### src/rtl/efuse_rd_pkg.sv
package efuse_rd_pkg;

  // bit positions inside the control word
  localparam int CTL_CSN_BIT  = 0;
  localparam int CTL_STB_BIT  = 1;
  localparam int CTL_LOAD_BIT = 2;
  localparam int CTL_PGMN_BIT = 3;
  localparam int CTL_ERR_BIT  = 5;
  localparam int CTL_ADDR_LSB = 6;
  localparam int CTL_WORD_W   = 16;

  // register offsets
  localparam int OFFS_CTRL = 0;
  localparam int OFFS_DOUT = 4;

  typedef struct packed {
    logic pgm_n;
    logic load;
    logic strobe;
    logic csn;
  } fuse_pins_t;

  typedef enum logic [1:0] {
    ACC_NONE = 2'd0,
    ACC_READ = 2'd1,
    ACC_PROG = 2'd2
  } access_kind_e;

  // preload pattern of the behavioural array
  function automatic logic [7:0] fuse_seed(input logic [9:0] a);
    logic [7:0] m;
    m = a[7:0] * 8'd37 + 8'h5C;
    return m ^ {6'b0, a[9:8]};
  endfunction

endpackage

### src/rtl/efr_fuse_rom.sv
module efr_fuse_rom
  import efuse_rd_pkg::*;
#(
  parameter int AW    = 10,
  parameter int DW    = 8,
  parameter bit BLANK = 1'b0
) (
  input  logic [AW-1:0] addr,
  output logic [DW-1:0] data
);

  generate
    if (BLANK) begin : g_blank
      logic [AW-1:0] unused_addr;
      assign unused_addr = addr;
      assign data        = '0;
    end else begin : g_pattern
      assign data = DW'(fuse_seed(10'(addr)));
    end
  endgenerate

endmodule

### src/rtl/efr_ctrl_reg.sv
module efr_ctrl_reg
  import efuse_rd_pkg::*;
#(
  parameter int AW = 10
) (
  input  logic          clk,
  input  logic          rst_n,
  input  logic          wr_en,
  input  fuse_pins_t    wr_pins,
  input  logic [AW-1:0] wr_addr,
  output fuse_pins_t    pins_q,
  output logic [AW-1:0] addr_q,
  output logic          strobe_rise
);

  fuse_pins_t    pins_d;
  logic [AW-1:0] addr_d;

  // edge of the strobe bit, seen on the write that raises it
  assign strobe_rise = wr_en & wr_pins.strobe & ~pins_q.strobe;

  always_comb begin
    pins_d = pins_q;
    addr_d = addr_q;
    if (wr_en) begin
      pins_d = wr_pins;
      addr_d = wr_addr;
    end
  end

  always_ff @(posedge clk or negedge rst_n) begin
    if (!rst_n) begin
      pins_q <= '{pgm_n: 1'b1, load: 1'b0, strobe: 1'b0, csn: 1'b1};
      addr_q <= '0;
    end else if (wr_en) begin
      pins_q <= pins_d;
      addr_q <= addr_d;
    end
  end

endmodule

### src/rtl/efr_access.sv
module efr_access
  import efuse_rd_pkg::*;
#(
  parameter int DW = 8
) (
  input  logic          clk,
  input  logic          rst_n,
  input  logic          strobe_rise,
  input  fuse_pins_t    wr_pins,
  input  logic          err_clr,
  input  logic [DW-1:0] rom_data,
  output logic [DW-1:0] dout_q,
  output logic          err_q,
  output access_kind_e  kind
);

  logic [DW-1:0] dout_d;
  logic          dout_en;
  logic          err_d;
  logic          err_en;

  always_comb begin
    kind = ACC_NONE;
    if (strobe_rise && !wr_pins.csn) begin
      if (!wr_pins.pgm_n)     kind = ACC_PROG;
      else if (wr_pins.load)  kind = ACC_READ;
    end
  end

  always_comb begin
    dout_en = (kind == ACC_READ);
    dout_d  = rom_data;
    err_en  = (kind == ACC_PROG) | err_clr;
    err_d   = (kind == ACC_PROG);   // a refused program wins over a clear
  end

  always_ff @(posedge clk or negedge rst_n) begin
    if (!rst_n) begin
      dout_q <= '0;
    end else if (dout_en) begin
      dout_q <= dout_d;
    end
  end

  always_ff @(posedge clk or negedge rst_n) begin
    if (!rst_n) begin
      err_q <= 1'b0;
    end else if (err_en) begin
      err_q <= err_d;
    end
  end

endmodule

### src/rtl/efuse_rd_if.sv
module efuse_rd_if
  import efuse_rd_pkg::*;
#(
  parameter int ADDR_W = 10,
  parameter int DATA_W = 8,
  parameter int BUS_AW = 4,
  parameter bit BLANK  = 1'b0
) (
  input  logic              clk,
  input  logic              rst_n,
  input  logic              bus_sel,
  input  logic              bus_we,
  input  logic [BUS_AW-1:0] bus_addr,
  input  logic [31:0]       bus_wdata,
  output logic [31:0]       bus_rdata
);

  localparam logic [BUS_AW-1:0] A_CTRL   = BUS_AW'(OFFS_CTRL);
  localparam logic [BUS_AW-1:0] A_DOUT   = BUS_AW'(OFFS_DOUT);
  localparam int                ADDR_MSB = CTL_ADDR_LSB + ADDR_W - 1;

  // reset: asserted at once, released on the clock
  logic [1:0] rst_pipe;
  logic       rst_sync_n;

  always_ff @(posedge clk or negedge rst_n) begin
    if (!rst_n) rst_pipe <= 2'b00;
    else        rst_pipe <= {rst_pipe[0], 1'b1};
  end
  assign rst_sync_n = rst_pipe[1];

  // bus decode
  logic          wr_ctrl;
  fuse_pins_t    wr_pins;
  logic [ADDR_W-1:0] wr_addr;
  logic          err_clr;

  assign wr_ctrl = bus_sel & bus_we & (bus_addr == A_CTRL);
  assign wr_pins = '{pgm_n:  bus_wdata[CTL_PGMN_BIT],
                     load:   bus_wdata[CTL_LOAD_BIT],
                     strobe: bus_wdata[CTL_STB_BIT],
                     csn:    bus_wdata[CTL_CSN_BIT]};
  assign wr_addr = bus_wdata[ADDR_MSB:CTL_ADDR_LSB];
  assign err_clr = wr_ctrl & bus_wdata[CTL_ERR_BIT];

  logic [31:0] unused_wdata;
  assign unused_wdata = bus_wdata;

  // control register
  fuse_pins_t        pins_q;
  logic [ADDR_W-1:0] addr_q;
  logic              strobe_rise;

  efr_ctrl_reg #(.AW(ADDR_W)) u_ctrl (
    .clk         (clk),
    .rst_n       (rst_sync_n),
    .wr_en       (wr_ctrl),
    .wr_pins     (wr_pins),
    .wr_addr     (wr_addr),
    .pins_q      (pins_q),
    .addr_q      (addr_q),
    .strobe_rise (strobe_rise)
  );

  // array, addressed by the address being written with the strobe
  logic [DATA_W-1:0] rom_data;

  efr_fuse_rom #(.AW(ADDR_W), .DW(DATA_W), .BLANK(BLANK)) u_rom (
    .addr (wr_addr),
    .data (rom_data)
  );

  // access sequencing, data word and error flag
  logic [DATA_W-1:0] dout_q;
  logic              err_q;
  access_kind_e      acc_kind;

  efr_access #(.DW(DATA_W)) u_acc (
    .clk         (clk),
    .rst_n       (rst_sync_n),
    .strobe_rise (strobe_rise),
    .wr_pins     (wr_pins),
    .err_clr     (err_clr),
    .rom_data    (rom_data),
    .dout_q      (dout_q),
    .err_q       (err_q),
    .kind        (acc_kind)
  );

  access_kind_e unused_kind;
  assign unused_kind = acc_kind;

  // read back
  logic [31:0] ctrl_word;

  always_comb begin
    ctrl_word                           = '0;
    ctrl_word[CTL_CSN_BIT]              = pins_q.csn;
    ctrl_word[CTL_STB_BIT]              = pins_q.strobe;
    ctrl_word[CTL_LOAD_BIT]             = pins_q.load;
    ctrl_word[CTL_PGMN_BIT]             = pins_q.pgm_n;
    ctrl_word[CTL_ERR_BIT]              = err_q;
    ctrl_word[ADDR_MSB:CTL_ADDR_LSB]    = addr_q;
  end

  always_comb begin
    bus_rdata = '0;
    if (bus_sel && !bus_we) begin
      if (bus_addr == A_CTRL)      bus_rdata = ctrl_word;
      else if (bus_addr == A_DOUT) bus_rdata[DATA_W-1:0] = dout_q;
    end
  end

endmodule

### config.mk
export PLATFORM = sky130hd
export DESIGN_NAME = efuse_rd_if
export DESIGN_NICKNAME = d
export VERILOG_FILES = /design/src/rtl/efuse_rd_pkg.sv /design/src/rtl/efr_fuse_rom.sv /design/src/rtl/efr_ctrl_reg.sv /design/src/rtl/efr_access.sv /design/src/rtl/efuse_rd_if.sv
export SDC_FILE = /design/constraint.sdc
export NUM_CORES = 1
export LEC_CHECK = 0
export BUFFER_PORTS_ARGS = -buffer_cell sky130_fd_sc_hd__buf_2
export CORE_MARGIN = 2
export CORE_UTILIZATION = 48
export CTS_CLUSTER_SIZE = 20
export DETAILED_ROUTE_END_ITERATION = 16
export GPL_TIMING_DRIVEN = 0
export HOLD_SLACK_MARGIN = 0.15
export PLACE_DENSITY = 0.81
export SETUP_SLACK_MARGIN = 0.2
export SLEW_MARGIN = 20
export SYNTH_ARGS = -nofsm -noshare
export SYNTH_HDL_FRONTEND = slang
export SYNTH_SLANG_ARGS = --single-unit
### constraint.sdc
create_clock -name clk -period 1.8 [get_ports clk]
set_clock_uncertainty 0.1 [all_clocks]
set_input_delay 0.36 -clock clk [delete_from_list [all_inputs] [get_ports clk]]
set_output_delay 0.36 -clock clk [all_outputs]
set_load 0.01 [all_outputs]
==> results of run 1 <==
stage by stage:
step           hold slack [ns]  setup slack [ns]  std cells  utilization (%)
2_1_floorplan         -0.03559           -0.9253        155                -
3_3_place_gp           0.04431            -1.187        239            66.03
3_5_place_dp           0.04678            -1.257        239            66.03
4_1_cts                 0.1503           -0.7321        256            76.38
5_1_grt                 0.1507           -0.7573        256            77.23
6_report                0.1593           -0.7183        256            77.23
repair_timing:
action                                  in CTS  in global routing
pin swaps                                   30                  5
endpoints found under the setup margin      39                 39
endpoints found under the hold margin        2                  0
setup buffers                               11                  0
cloned                                       1                  0
hold buffers                                 1                  0
gates resized for setup                     48                  6
logic make-up (layout without fill, tap and decap cells):
family | count (synthesis) | in the layout | share of synthesized area [%]
and+or+nand+nor | 24 | 24 | 9.542
AOI/OAI and AO/OA | 12 | 12 | 5.177
xor gates and xnor gates | 9 | 9 | 5.473
other | 2 | 17 | 0.4440
DFF | 25 | 25 | 37.13
muxes | 22 | 22 | 16.42
buffers and inverters | 29 | 84 | 11.46
adders and majority gates | 17 | 17 | 14.35
power groups by stage:
stage	logic [W]	registers (W)	clock network [W]
CTS	0.000563	0.000699	0.000267
detailed placement	0.000512	0.000704	0
finish	0.000576	0.000699	0.000261
global placement	0.000486	0.000700	0
floorplan	0.000401	0.000687	0
global route	0.000623	0.000711	0.000297
registers in the layout (all words and copies together) (netlist names):
name,flops
rst_pipe,2
u_acc.dout_q,8
u_acc.err_q,1
u_ctrl.addr_q,10
u_ctrl.pins_q,4
worst max-delay path, delay by kind of cell:
kind / cells / cell delay [ns]
compound gates: 1 / 0.13
xor+xnor: 1 / 0.08
fa+ha+maj: 5 / 1.64
buf+inv: 3 / 0.18
mux: 1 / 0.25
cell type report:
class / count / share of cell area (%)
repair buffers: 51 / 18.35
multi-input cells: 101 / 45.86
flip-flops and latches: 25 / 24.18
clock buffers: 3 / 0.8671
plain buffers: 20 / 6.744
clock inverters: 1 / 0.2890
inverters: 9 / 1.493
well taps: 46 / 2.216
path summary, 6_finish.rpt:
check	to	slack (ns)	depth (start not counted)
worst max-delay path	u_acc.dout_q[7]	-0.72	11
worst min-delay path	u_ctrl.addr_q[5]	0.16	2
worst max register to register	u_acc.dout_q[4]	0.15	4
worst min register to register	rst_pipe[1]	0.27	0
max in group asynchronous	u_acc.dout_q[4]	0.75	0
min in group asynchronous	rst_pipe[1]	0.22	2
cell usage after synthesis:
cell type  count  area share [%]
a22oi_1        7             3.1
mux2_2        14             9.3
nor2_1         8             1.8
a21o_1         2            0.89
and2_1         8             3.0
and4b_1        1            0.59
xnor2_1        5             2.6
clkbuf_1       1            0.22
a32o_1         1            0.59
and3_1         1            0.37
buf_12         1             1.2
xnor3_1        1             1.3
ha_1          13             9.6
fa_1           4             4.7
nor3b_1        1            0.44
conb_1         2            0.44
xor2_1         3             1.6
buf_2          1            0.30
inv_1          9             2.0
nand2b_1       1            0.37
buf_6          1            0.67
buf_4         16             7.1
nor4_4         1             1.3
dfstp_2        2             3.1
nand2_1        1            0.22
and4_4         1            0.67
nor4b_2        1            0.89
dfrtp_1       23              34
mux2_4         8             7.1
a21oi_1        2            0.59
metal layers:
metal / wire (µm) / track usage [%] / vias up
met4: 58 / 8.696 / 0
met2: 2061 / 38.95 / 40
met1: 1428 / 23.47 / 601
met5: 0 / 0 / -
met3: 170 / 1.786 / 5
li1: - / - / 587
==> key figures, run 1 <==
Outcome
  – Outcome: finished, violations left
  – Violated checks: negative setup slack

Timing
  – Fin crit share: 139.9%
  – FMAX: between 300 and 400 MHz
  – Post-layout min period: approximately 2.5 ns
  – Slew Limit Fails: 0
  – Worst Slack Setup Final: -0.7183 ns
  – Final Hold Viols: 0
  – RSZ-0062 raised after global routing: yes
  – Worst Tran Pin Value: 0.9118 ns
  – Worst slew margin: slightly below 40%
  – Setup TNS: -2.016 ns
  – Setup violators final: 14

Routing
  – Number of remaining DRC errors: 0
  – Post-Route WL: about 3.7 mm
  – Drt wl/cell: 14.52 µm
  – Avg Vias per Cell: 4.816
  – Routed Antenna Nets: 0
  – Drt pass-1 iters: 4
  – Initial drt markers: 21
  – Vias: 1233

Global route
  – First-pass GRT wire length: 6.341 mm
  – GRT overflow: 0
  – Vias in the first global route: between 1000 and 1500
  – Maximum number of pins on one net before global-route repair: 24
  – Total GRT Usage: roughly 21%
  – Initial antenna violation count: 0

CTS
  – CTS Buf Count: 3
  – H-tree depth: 1
  – Sink Count: 25
  – Clk_lat worst skew: 0.33 ns
  – CTS tree: yes
  – Clock Path Buffers: 2
  – CTS root buffer: clkbuf_4
  – Clock transition at path regs: ~0.14 ns

Final layout
  – Commonest cells after routing, fill and taps aside: dfrtp_1 (23), mux2_4 (22), buf_2 (22)
  – Layout fillers: 204
  – Register area: roughly 630 µm²
  – Area of the multi-input gates: between 0.001 and 0.0015 mm²
  – Most common cell after layout, fill and taps aside: dfrtp_1
  – Layout cells sized above 1: between 60% and 70%
  – Antenna diodes: 0
  – Syn-to-layout area delta: 53.55%
  – Net count, final: 268
  – Finished Cell Area: approximately 0.0026 mm²

Floorplan
  – Rows: 21
  – Die Ht: approximately 63 µm
  – Core Region: roughly 0.0034 mm²
  – IO Pins: between 70 and 80
  – Initial Utilization: between 50% and 60%
  – Die width: 63.37 µm
  – Die footprint: about 0.004 mm²

Power and ir drop
  – Pwr Total: approximately 0.0015 W
  – Sequential power share: roughly 46%
  – Internal power: ~0.0011 W
  – Pwr Density: ~590 mW/mm²
  – Logic pwr share: a little under two fifths
  – Leakage: between 1 and 1.5 nW
  – Net Sw Frac: 29.39%
  – Clock power frac: 17.0%
  – Maximum vdd drop: approximately 300 µV
  – Switch Pwr: approximately 0.00045 W

Flow run
  – Max Cap Violations: 0

Setup path
  – Critical Path AT: 2.65 ns
  – CP Launch Point: bus_wdata[11]
  – CP Launch Type: input port
  – Crit path top cell by count: ha_4
  – Cell Chain, Critical Path: buf_8 > ha_4 > ha_4 > inv_2 > fa_1 > inv_1 > fa_1 > ha_4 > a21oi_2 > xnor2_1 > mux2_4
  – Crit end category: register
  – Slowest CP cell: fa_1
  – Worst EP required: about 1.9 ns
  – Crit-path max cell delay: roughly 0.54 ns
  – WS Path Type: in2reg
  – Worst R2R Start: u_ctrl.pins_q[1]
  – Crit Path Max Fanout: 3

Place
  – Port buffer count: 38
  – DP HPWL: 2.771 mm
  – GPL Wtd Cong: 0.8415
  – Area after DPL: approximately 0.0022 mm²

Synth
  – Sequential-to-total area share from yosys stat: a little under two fifths
  – Post-Syn Instances: 140
  – Cell variety after synth: 30
  – Seq cells post-synth: 25
  – Mean Syn Cell Area: around 12 µm²
  – Mapped Area: about 0.0017 mm²
  – Syn. warnings: 0

Worst hold path
  – Min-delay worst type: in2reg
  – Min-delay src: bus_wdata[11]
No activity file was read; power rests on OpenSTA's default activity.
==> run 2, diff against run 1 <==
Settings changed: CORE_UTILIZATION 48 to 35, PLACE_DENSITY 0.81 to 0.63.
==> run 2 against run 1 <==
Sequential share of layout area down 0.18 points. Sequential power is essentially flat. Final cell count is 2.7% higher. The run still ends with negative setup slack left. Wire length decreased by 1.9%. Final area is 0.77% higher.
==> key figures, run 2 (same netlist as run 1, synthesis figures left out) <==
Setup path
  – WS Path Type: in2reg
  – Reg2Reg Depth: 4 (unchanged)
  – CP Launch Type: input port
  – Worst R2R Start: u_ctrl.pins_q[1]
  – R2r setup slk: 0.05 ns (-0.10 ns)
  – CP Launch Point: bus_wdata[9]
  – Critical Path AT: 2.61 ns (-0.04 ns)
  – FF-to-FF End: u_acc.dout_q[6]
  – Worst EP required: 1.86 ns (-0.07 ns)
  – Crit Path Max Fanout: 2 (-1)
  – Crit end category: register

Final layout
  – Max reg flops: 10 (unchanged)
  – Register area: 628.1 µm² (unchanged)
  – Non-filler instance count after layout: 263 (+2.7%)
  – Most common cell after layout, fill and taps aside: dfrtp_1
  – Layout cells sized above 1: 63.64% (-0.17 points)
  – Antenna diodes: 0 (unchanged)
  – Area of the multi-input gates: 0.001199 mm² (+0.63%)
  – Finished Core Util: 55.79% (-21 points)
  – Net count, final: 267 (-0.37%)
  – Syn-to-layout area delta: 54.73%
  – Biggest register: u_ctrl.addr_q
  – Top flop regs: u_ctrl.addr_q x10, u_acc.dout_q x8, u_ctrl.pins_q x4
  – Commonest cells after routing, fill and taps aside: dfrtp_1 (23), mux2_4 (22), buf_2 (21)
  – Layout fillers: 403 (+98%)

Timing
  – FMAX: 391.0 MHz (-1.5%)
  – Worst Slack Setup Final: -0.7575 ns (-0.03919 ns)
  – Worst slew margin: 38.83% (-0.38 points)
  – Fin crit share: 142.1% (+2.2 points)
  – Setup violators final: 18 (+4)
  – Post-layout min period: 2.558 ns (+0.03919 ns)
  – Final Hold Viols: 0 (unchanged)
  – Hold WS: 0.2365 ns (+0.07722 ns)
  – Slew Limit Fails: 0 (unchanged)
  – RSZ-0062 raised after global routing: yes
  – Worst Tran Pin Value: 0.9175 ns (+0.005669 ns)

CTS
  – H-tree depth: 1 (unchanged)
  – Clock transition at path regs: 0.08 ns (-0.06 ns)
  – CTS root buffer: clkbuf_8
  – Sink Count: 25 (unchanged)
  – CTS Buf Count: 3 (unchanged)
  – Clk_lat worst skew: 0.26 ns (-0.07 ns)
  – Clock Path Buffers: 2 (unchanged)
  – CTS tree: yes

Worst hold path
  – Hold Path Sink: u_ctrl.pins_q[1]
  – Min-delay src: bus_wdata[1]
  – Hold-critical path depth: 2 (unchanged)
  – Min-delay worst type: in2reg

Routing
  – Number of remaining DRC errors: 0 (unchanged)
  – Vias: 1201 (-2.6%)
  – Drt pass-1 iters: 2 (-2)
  – Drt wl/cell: 13.86 µm (-4.5%)
  – Post-Route WL: 3.646 mm (-1.9%)
  – Routed Antenna Nets: 0 (unchanged)
  – Initial drt markers: 61 (+190%)
  – Avg Vias per Cell: 4.567 (-5.2%)

Floorplan
  – Initial Utilization: 36.05% (-14 points)
  – Die width: 73.52 µm (+16%)
  – Die footprint: 0.005405 mm² (+35%)
  – IO Pins: 72 (unchanged)
  – Core Region: 0.004692 mm² (+40%)
  – Rows: 25 (+19%)
  – Die Ht: 73.52 µm (+16%)

Global route
  – Maximum number of pins on one net before global-route repair: 24 (unchanged)
  – Total GRT Usage: 13.96% (-6.6 points)
  – GRT overflow: 0 (unchanged)
  – Vias in the first global route: 1250 (-4.7%)
  – Initial antenna violation count: 0 (unchanged)
  – First-pass GRT wire length: 5.727 mm (-9.7%)

Place
  – Port buffer count: 38 (unchanged)
  – GPL Wtd Cong: 0.7610 (-9.6%)
  – DP HPWL: 2.666 mm (-3.8%)
  – Placed cells: 247 (+3.3%)

Power and ir drop
  – Pwr Density: 605.8 mW/mm² (+2.5%)
  – Pwr Total: 0.001586 W (+3.3%)
  – Maximum vdd drop: 267.6 µV (-9.9%)
  – Leakage: 1.247 nW (+0.14%)

Flow run
  – Max Cap Violations: 0 (unchanged)

Outcome
  – Violated checks: negative setup slack
  – Outcome: finished, violations left
[run 2: cell count changes in the layout (fill, tap and decap cells not counted), sizes merged]
| cell | change |
|---|---|
| clkinvlp | -1 |
| buf | -1 |
| clkbuf | +1 |
[run 2: layout make-up]
| class | instances | area share [%] |
|---|---|---|
| multi-input cells | 101 | 45.79 |
| flip-flops and latches | 25 | 24.00 |
| clock buffers | 4 | 1.721 |
| plain buffers | 20 | 6.692 |
| repair buffers | 50 | 17.73 |
| inverters | 9 | 1.482 |
| well taps | 54 | 2.581 |
[run 2: power breakdown]
part | total, W | internal, W | switching [W]
combinational | 0.000561 | 0.000350 | 0.000211
clock | 0.000326 | 0.000158 | 0.000168
sequential | 0.000699 | 0.000641 | 0.0000579
[run 2: per-layer routing]
| layer | GRT usage (%) | wire [µm] | vias up |
|---|---|---|---|
| met5 | 0 | 0 | - |
| met3 | 1.372 | 134 | 2 |
| met2 | 25.30 | 1945 | 33 |
| li1 | - | - | 584 |
| met4 | 3.030 | 24 | 0 |
| met1 | 17.91 | 1542 | 582 |
[run 2: worst max path at each step]
stage	endpoint	slack, ns	depth (start not counted)
after CTS	u_acc.dout_q[7]	-0.77	11
after global routing	u_acc.dout_q[7]	-0.84	11
after floorplan	u_acc.dout_q[7]	-0.93	10
after detailed placement	u_acc.dout_q[7]	-1.24	11
final	u_acc.dout_q[7]	-0.76	11
after global placement	u_acc.dout_q[7]	-1.20	11
[run 2: metrics by stage]
| step | instance area [µm²] | TNS [ns] | setup WS (ns) |
|---|---|---|---|
| final | 2618 | -2.716 | -0.7575 |
| after global routing | 2618 | -4.373 | -0.8392 |
| after CTS | 2590 | -3.109 | -0.7683 |
| after detailed placement | 2231 | -13.98 | -1.240 |
| after global placement | 2231 | -13.73 | -1.202 |
| after floorplan | 1973 | -3.155 | -0.9253 |
[run 2: repair_timing]
| action | 4_1_cts | 5_1_grt |
|---|---|---|
| hold buffers | 1 | 0 |
| endpoints found under the hold margin | 2 | 0 |
| setup buffers | 9 | 1 |
| gates resized for setup | 49 | 6 |
| pin swaps | 26 | 6 |
| cloned | 1 | 0 |
| setup endpoints to repair | 39 | 39 |
[run 2: critical path, stage by stage]
cell,delay (ns)
buf_8,0.10
ha_4,0.26
ha_4,0.11
inv_2,0.03
fa_1,0.49
inv_1,0.05
fa_1,0.54
ha_4,0.23
a21oi_2,0.12
xnor2_1,0.07
mux2_4,0.25
